===== src/rtl/twsPkg.sv =====
package twsPkg;

  typedef enum logic [3:0] {
    S_IDLE, S_DEV, S_MHI, S_MLO, S_RADR, S_WDAT, S_RDAT, S_ACKO, S_ACKI, S_SKIP
  } phase_e;

  // strobes from control to datapath, all single-cycle
  typedef struct packed {
    logic rxShift;
    logic latchHi;
    logic latchMemAdr;
    logic latchRegAdr;
    logic memWr;
    logic regWr;
    logic loadTx;
    logic txFromMem;
    logic shiftTx;
    logic oeAck;
    logic oeRelease;
  } ctlStb_t;

endpackage


===== src/rtl/twsSync.sv =====
module twsSync #(
  parameter int STAGES = 2
) (
  input  logic clk,
  input  logic rstN,
  input  logic sclIn,
  input  logic sdaIn,
  output logic sclLvl,
  output logic sdaLvl,
  output logic sclRise,
  output logic sclFall,
  output logic startEv,
  output logic stopEv
);
  logic [STAGES-1:0] sclPipe, sdaPipe;
  logic sclPrev, sdaPrev;

  always_ff @(posedge clk or negedge rstN) begin
    if (!rstN) begin
      sclPipe <= '1;
      sdaPipe <= '1;
      sclPrev <= 1'b1;
      sdaPrev <= 1'b1;
    end else begin
      sclPipe <= {sclPipe[STAGES-2:0], sclIn};
      sdaPipe <= {sdaPipe[STAGES-2:0], sdaIn};
      sclPrev <= sclPipe[STAGES-1];
      sdaPrev <= sdaPipe[STAGES-1];
    end
  end

  assign sclLvl  = sclPipe[STAGES-1];
  assign sdaLvl  = sdaPipe[STAGES-1];
  assign sclRise = sclLvl & ~sclPrev;
  assign sclFall = ~sclLvl & sclPrev;
  assign startEv = sclLvl & sclPrev & sdaPrev & ~sdaLvl;
  assign stopEv  = sclLvl & sclPrev & ~sdaPrev & sdaLvl;
endmodule


===== src/rtl/twsControl.sv =====
module twsControl
  import twsPkg::*;
#(
  parameter int     REG_LAST = 24,
  parameter logic [3:0] MEM_ID = 4'b1010,
  parameter logic [3:0] REG_ID = 4'b1101
) (
  input  logic       clk,
  input  logic       rstN,
  input  logic       sclRise,
  input  logic       sclFall,
  input  logic       startEv,
  input  logic       stopEv,
  input  logic       sdaLvl,
  input  logic [7:0] rxByte,
  input  logic [1:0] strapAddr,
  output ctlStb_t    ctl
);
  phase_e     phase, phaseN, nextPh, nextPhN;
  logic [3:0] bitCnt, bitCntN;
  logic       tgtMem, tgtMemN;
  logic       mAck, mAckN;
  logic       idMem, idReg, strapOk;

  assign idMem   = rxByte[7:4] == MEM_ID;
  assign idReg   = rxByte[7:4] == REG_ID;
  assign strapOk = rxByte[2:1] == strapAddr;

  always_ff @(posedge clk or negedge rstN) begin
    if (!rstN) begin
      phase  <= S_IDLE;
      nextPh <= S_IDLE;
      bitCnt <= '0;
      tgtMem <= 1'b0;
      mAck   <= 1'b0;
    end else begin
      phase  <= phaseN;
      nextPh <= nextPhN;
      bitCnt <= bitCntN;
      tgtMem <= tgtMemN;
      mAck   <= mAckN;
    end
  end

  always_comb begin
    ctl     = '0;
    phaseN  = phase;
    nextPhN = nextPh;
    bitCntN = bitCnt;
    tgtMemN = tgtMem;
    mAckN   = mAck;
    if (stopEv) begin
      phaseN        = S_IDLE;
      ctl.oeRelease = 1'b1;
    end else if (startEv) begin
      phaseN        = S_DEV;
      bitCntN       = '0;
      ctl.oeRelease = 1'b1;
    end else begin
      case (phase)
        S_DEV, S_MHI, S_MLO, S_RADR, S_WDAT: begin
          if (sclRise && bitCnt < 4'd8) begin
            ctl.rxShift = 1'b1;
            bitCntN     = bitCnt + 4'd1;
          end else if (sclFall && bitCnt == 4'd8) begin
            bitCntN   = '0;
            phaseN    = S_ACKO;
            ctl.oeAck = 1'b1;
            case (phase)
              S_DEV: begin
                if ((idMem || idReg) && strapOk) begin
                  tgtMemN = idMem;
                  if (rxByte[0])  nextPhN = S_RDAT;
                  else if (idMem) nextPhN = S_MHI;
                  else            nextPhN = S_RADR;
                end else begin
                  phaseN    = S_SKIP;
                  ctl.oeAck = 1'b0;
                end
              end
              S_MHI: begin
                ctl.latchHi = 1'b1;
                nextPhN     = S_MLO;
              end
              S_MLO: begin
                ctl.latchMemAdr = 1'b1;
                nextPhN         = S_WDAT;
              end
              S_RADR: begin
                if (rxByte <= 8'(REG_LAST)) begin
                  ctl.latchRegAdr = 1'b1;
                  nextPhN         = S_WDAT;
                end else begin
                  phaseN    = S_SKIP;
                  ctl.oeAck = 1'b0;
                end
              end
              default: begin
                ctl.memWr = tgtMem;
                ctl.regWr = ~tgtMem;
                nextPhN   = S_WDAT;
              end
            endcase
          end
        end
        S_ACKO: begin
          if (sclFall) begin
            phaseN = nextPh;
            if (nextPh == S_RDAT) begin
              ctl.loadTx    = 1'b1;
              ctl.txFromMem = tgtMem;
            end else begin
              ctl.oeRelease = 1'b1;
            end
          end
        end
        S_RDAT: begin
          if (sclFall) begin
            if (bitCnt == 4'd7) begin
              bitCntN       = '0;
              phaseN        = S_ACKI;
              ctl.oeRelease = 1'b1;
            end else begin
              bitCntN     = bitCnt + 4'd1;
              ctl.shiftTx = 1'b1;
            end
          end
        end
        S_ACKI: begin
          if (sclRise) mAckN = ~sdaLvl;
          else if (sclFall) begin
            if (mAck) begin
              phaseN        = S_RDAT;
              ctl.loadTx    = 1'b1;
              ctl.txFromMem = tgtMem;
            end else begin
              phaseN = S_SKIP;
            end
          end
        end
        default: ;
      endcase
    end
  end
endmodule


===== src/rtl/twsDatapath.sv =====
module twsDatapath
  import twsPkg::*;
#(
  parameter int MEM_AW   = 16,
  parameter int REG_AW   = 5,
  parameter int REG_LAST = 24
) (
  input  logic              clk,
  input  logic              rstN,
  input  ctlStb_t           ctl,
  input  logic              sdaLvl,
  input  logic [7:0]        memRdData,
  input  logic [7:0]        regRdData,
  output logic [7:0]        rxByte,
  output logic              sdaOe,
  output logic [MEM_AW-1:0] memAddr,
  output logic [REG_AW-1:0] regAddr
);
  localparam logic [REG_AW-1:0] REG_END = REG_AW'(REG_LAST);

  logic [7:0]  hiByte, txShift, txSrc;
  logic [15:0] adrFull;
  logic        memStep, regStep;

  assign adrFull = {hiByte, rxByte};
  assign txSrc   = ctl.txFromMem ? memRdData : regRdData;
  assign memStep = ctl.memWr | (ctl.loadTx & ctl.txFromMem);
  assign regStep = ctl.regWr | (ctl.loadTx & ~ctl.txFromMem);

  always_ff @(posedge clk or negedge rstN) begin
    if (!rstN) begin
      rxByte  <= '0;
      hiByte  <= '0;
      txShift <= '0;
    end else begin
      if (ctl.rxShift) rxByte <= {rxByte[6:0], sdaLvl};
      if (ctl.latchHi) hiByte <= rxByte;
      if (ctl.loadTx)       txShift <= txSrc;
      else if (ctl.shiftTx) txShift <= {txShift[6:0], 1'b0};
    end
  end

  always_ff @(posedge clk or negedge rstN) begin
    if (!rstN)                memAddr <= '0;
    else if (ctl.latchMemAdr) memAddr <= adrFull[MEM_AW-1:0];
    else if (memStep)         memAddr <= memAddr + MEM_AW'(1);
  end

  always_ff @(posedge clk or negedge rstN) begin
    if (!rstN)                regAddr <= '0;
    else if (ctl.latchRegAdr) regAddr <= rxByte[REG_AW-1:0];
    else if (regStep)         regAddr <= (regAddr == REG_END) ? '0 : regAddr + REG_AW'(1);
  end

  always_ff @(posedge clk or negedge rstN) begin
    if (!rstN)              sdaOe <= 1'b0;
    else if (ctl.oeRelease) sdaOe <= 1'b0;
    else if (ctl.oeAck)     sdaOe <= 1'b1;
    else if (ctl.loadTx)    sdaOe <= ~txSrc[7];
    else if (ctl.shiftTx)   sdaOe <= ~txShift[6];
  end
endmodule


===== src/rtl/twoWireDualSlave.sv =====
module twoWireDualSlave
  import twsPkg::*;
#(
  parameter int MEM_AW   = 16,
  parameter int REG_AW   = 5,
  parameter int REG_LAST = 24,
  parameter int SYNC_LEN = 2
) (
  input  logic              clk,
  input  logic              rstN,
  input  logic              sclIn,
  input  logic              sdaIn,
  output logic              sdaOe,
  input  logic [1:0]        strapAddr,
  output logic [MEM_AW-1:0] memAddr,
  output logic [7:0]        memWrData,
  output logic              memWrStb,
  output logic              memRdStb,
  input  logic [7:0]        memRdData,
  output logic [REG_AW-1:0] regAddr,
  output logic [7:0]        regWrData,
  output logic              regWrStb,
  output logic              regRdStb,
  input  logic [7:0]        regRdData
);
  logic    sclLvl, sdaLvl, sclRise, sclFall, startEv, stopEv;
  logic [7:0] rxByte;
  ctlStb_t ctl;

  twsSync #(.STAGES(SYNC_LEN)) u_sync (
    .clk(clk), .rstN(rstN), .sclIn(sclIn), .sdaIn(sdaIn),
    .sclLvl(sclLvl), .sdaLvl(sdaLvl), .sclRise(sclRise), .sclFall(sclFall),
    .startEv(startEv), .stopEv(stopEv)
  );

  twsControl #(.REG_LAST(REG_LAST)) u_ctl (
    .clk(clk), .rstN(rstN), .sclRise(sclRise), .sclFall(sclFall),
    .startEv(startEv), .stopEv(stopEv), .sdaLvl(sdaLvl), .rxByte(rxByte),
    .strapAddr(strapAddr), .ctl(ctl)
  );

  twsDatapath #(.MEM_AW(MEM_AW), .REG_AW(REG_AW), .REG_LAST(REG_LAST)) u_dp (
    .clk(clk), .rstN(rstN), .ctl(ctl), .sdaLvl(sdaLvl),
    .memRdData(memRdData), .regRdData(regRdData), .rxByte(rxByte),
    .sdaOe(sdaOe), .memAddr(memAddr), .regAddr(regAddr)
  );

  assign memWrData = rxByte;
  assign regWrData = rxByte;
  assign memWrStb  = ctl.memWr;
  assign regWrStb  = ctl.regWr;
  assign memRdStb  = ctl.loadTx & ctl.txFromMem;
  assign regRdStb  = ctl.loadTx & ~ctl.txFromMem;

  // sclLvl is only consumed through its edges
  logic unusedLvl;
  assign unusedLvl = sclLvl;
endmodule


===== config.mk =====
export PLATFORM = sky130hd
export DESIGN_NAME = twoWireDualSlave
export DESIGN_NICKNAME = d
export VERILOG_FILES = /design/src/rtl/twsPkg.sv /design/src/rtl/twsSync.sv /design/src/rtl/twsControl.sv /design/src/rtl/twsDatapath.sv /design/src/rtl/twoWireDualSlave.sv
export SDC_FILE = /design/constraint.sdc
export NUM_CORES = 1
export LEC_CHECK = 0
export BUFFER_PORTS_ARGS = -buffer_cell sky130_fd_sc_hd__buf_2
export CAP_MARGIN = 20
export CORE_MARGIN = 3
export CORE_UTILIZATION = 29
export DETAILED_ROUTE_END_ITERATION = 7
export PLACE_DENSITY = 0.44
export REMOVE_ABC_BUFFERS = 1
export SETUP_SLACK_MARGIN = 0.15
export SLEW_MARGIN = 0
export SYNTH_ARGS = -nofsm -noshare
export SYNTH_HDL_FRONTEND = slang
export SYNTH_SLANG_ARGS = --single-unit

===== constraint.sdc =====
create_clock -name clk -period 5.4 [get_ports clk]
set_input_delay 0.81 -clock clk [delete_from_list [all_inputs] [get_ports clk]]
set_output_delay 0.81 -clock clk [all_outputs]
set_load 0.01 [all_outputs]

==> results by group <==
STA
  • RSZ-0062 raised after global routing: false
  • Max-slew violations: 0
  • Slew @ Worst Pin: 819 ps
  • Final setup viols: 0
  • Post-layout min period: 2950 ps
  • WHS: 354 ps
  • Setup TNS Final: 0 ps
  • Slew headroom: 0.454
  • Fin. Hold Viols: 0
  • Fin Clk Skew: 8.77 ps
  • Tcrit/Tclk final: 0.547
  • Fmax: 339 MHz
  • Post-route setup slack: 2450 ps

Critical path
  • Slowest-stage cell, CP: dfrtp_1
  • Worst setup SP type: register
  • Crit-path max cell delay: 560 ps
  • Arrival time at the worst endpoint: 2140 ps
  • Register-to-register setup slack: 2850 ps
  • Crit path buffers/inverters: 1
  • Crit path capture type: output pin
  • Worst EP required: 4590 ps
  • Critical path class: reg -> out
  • Delay-heaviest family, CP: simple AND/OR/NAND/NOR gates
  • Critical path cell sequence: nor4b_4, a32o_2, nand2_1, a21oi_1, buf_2
  • Critical Path Start: u_ctl.phase[1]
  • RR Startpoint: u_ctl.bitCnt[0]
  • Crit path max fanout: 15

Min path
  • HP Start: u_sync.sdaPipe[0]
  • Min-delay worst type: reg -> reg

Final layout
  • Design area: 0.00440 mm2
  • Reg area: 0.00161 mm2
  • P&R area growth vs syn: 19.5%
  • Final core occ: 0.360
  • Nets: 447
  • N_diodes: 0
  • Fin cells: 593
  • Area of the multi-input gates: 0.00190 mm2
  • Fill cell count: 1299
  • Layout cells sized above 1: 0.299

Die
  • Die area: 0.0141 mm2
  • IO Pins: 64
  • Starting density of the core: 0.301
  • Cell Rows: 40
  • Core box area: 0.0122 mm2
  • Die width: 119 um
  • Die Height: 119 um

Placed design
  • Dpl ws: 2810 ps
  • PortBufs: 63
  • Gpl congestion: 0.788
  • HPWL after DPL: 6450 um
  • Placed inst area: 0.00408 mm2
  • DP Cell Count: 577

Route
  • Iter 0 DRT Violations: 239
  • Final ANT Viol Nets: 0
  • DRT Pass-1 Iters: 4
  • Vias/cell: 4.93
  • DR WL/cell: 15.3 um
  • DRC Markers: 0
  • Routed via count: 2926
  • DRT Wirelength: 9070 um

Clocking
  • Post-CTS Setup Bufs: 0
  • # resized after CTS: 0
  • CTS tree: done
  • Worst skew pair latency: 330 ps
  • CTS buffer count: 9
  • H-Tree Depth: 3
  • Hold buffers post-CTS: 0
  • Worst-path clk slew: 50 ps
  • Clock Path Buffers: 2
  • Sink Count: 64
  • Root Driver: clkbuf_16

Yosys
  • Async SR Flop Fraction: 1.00
  • Post-synthesis register bit count: 64
  • Sequential cell area fraction in the yosys report: 0.437
  • Ranking of synthesized cells by area: dfrtp_1, mux2_2, o21ai_0, dfstp_2, nand2_1
  • Cells after synthesis: 365
  • Largest area contributor in the netlist: dfrtp_1
  • Share of the synthesized area in the top cell type: 0.394
  • Synth Flop Type: dfrtp_1
  • Synth warn: 0
  • Yosys cell types: 67
  • Post-synth EDFFs: 0
  • Post-Syn Area: 0.00368 mm2
  • Mapped Avg Cell Area: 10.1 um2

Power and ir drop
  • Leak Pwr: 2.01 nW
  • Pwr/cell area: 411 mW/mm2
  • Switching Share: 0.346
  • Clock share of power: 0.335
  • Combinational power share: 0.258
  • Max VDD drop: 0.000150 V
  • Tot Pwr: 1.81 mW
  • Pint: 1.18 mW
  • NetSw: 625 uW
  • Seq pwr share: 0.407

GRT
  • Gr ovfl total: 0
  • Vias in the first global route: 2785
  • First-pass GRT wire length: 14800 um
  • Global Route Usage Sum: 0.131
  • Largest net degree at the start of global routing: 65
  • Antenna violations before repair: 0

Flow run
  • Max Cap Viol: 0

Status
  • Status: complete, no violations
## final cells by class
type / instances / area share
Clock inverter: 4 / 0.0117
Sequential cell: 64 / 0.366
Multi-Input combinational cell: 271 / 0.432
Inverter: 10 / 0.00854
Tap cell: 168 / 0.0478
Clock buffer: 12 / 0.0606
Timing Repair Buffer: 64 / 0.0734
## cells in the final DEF (no fill, tap or decap), types with 3 or more instances in the layout
cell	count
xor2_1	14
clkbuf_16	9
ha_1	5
inv_1	10
nand2b_1	3
nor2_1	21
nor3_1	4
buf_2	63
clkbuf_8	3
and3_1	8
nand4_1	8
mux2i_1	11
nand2_1	36
o21ai_1	4
dfrtp_1	58
o21ai_0	33
a21oi_1	15
mux2_1	4
xnor2_1	4
nor2b_1	4
mux2_2	23
and2_1	3
dfstp_2	6
nand3b_1	3
nand3_1	16
## power by group through the flow
stage	Clock [mW]	Combinational, mW	Sequential [mW]
2_1_floorplan	0	0.298	0.718
3_3_place_gp	0	0.473	0.741
3_5_place_dp	0	0.469	0.745
4_1_cts	0.620	0.472	0.737
5_1_grt	0.638	0.517	0.761
6_report	0.606	0.467	0.735
## worst register-to-register path, cell delays in order, from the launching register on
cell and delay (ps):
dfrtp_1 400, inv_1 100, ha_1 160, nand3b_1 150, nor4_1 640, and3_1 760, o21ai_0 200
## cells in the mapped netlist, drive strengths merged (2+ instances only)
cell,n
buf,18
a211oi,2
inv,10
o21ai,38
nand3b,3
nor4b,2
o211ai,3
o2111ai,2
nand2,36
o311ai,2
mux2,27
nor2,21
and2b,2
nor3b,2
clkbuf,2
xor2,14
ha,5
and3,9
nor2b,4
a31oi,2
xnor2,4
dfrtp,58
nand2b,4
a311oi,2
a221o,2
nand3,16
and3b,2
o31ai,2
nand4,9
mux2i,11
a21oi,17
and4b,2
nor3,5
a32o,2
dfstp,6
and2,3
## logic make-up (layout without fill, tap and decap cells)
logic type	after synthesis	count (layout)	synth area share
AOI/OAI and AO/OA	82	82	0.147
xor gates and xnor gates	18	18	0.0428
adders and majority gates	5	5	0.0170
buffers and inverters	30	90	0.0466
DFF	64	64	0.437
muxes	38	38	0.113
and+or+nand+nor	128	128	0.197
## path summary, 6_finish.rpt
| check | end | cells after the start |
|---|---|---|
| max in group asynchronous | u_dp.memAddr[8] | 2 |
| hold / removal | u_sync.sdaPipe[1] | 0 |
| min in group asynchronous | u_ctl.bitCnt[1] | 2 |
| setup reg to reg | u_dp.memAddr[9] | 6 |
| setup / recovery | regRdStb | 5 |
| hold reg to reg | u_sync.sdaPipe[1] | 0 |
## layer usage
layer | vias up | GRT usage | wire [um]
li1 | 1444 | - | -
met1 | 1420 | 0.173 | 4380
met2 | 47 | 0.213 | 4290
met3 | 15 | 0.0239 | 247
met4 | 0 | 0.0521 | 153
met5 | - | 0 | 0
## flip-flops by register name, indices dropped and copies added, names as in the netlist, 3 cells and up
name,flops
u_ctl.nextPh,3
u_dp.txShift,7
u_dp.hiByte,8
u_dp.regAddr,5
u_dp.rxByte,8
u_ctl.bitCnt,4
u_dp.memAddr,16
u_ctl.phase,4
(Power assumes the default switching activity.)
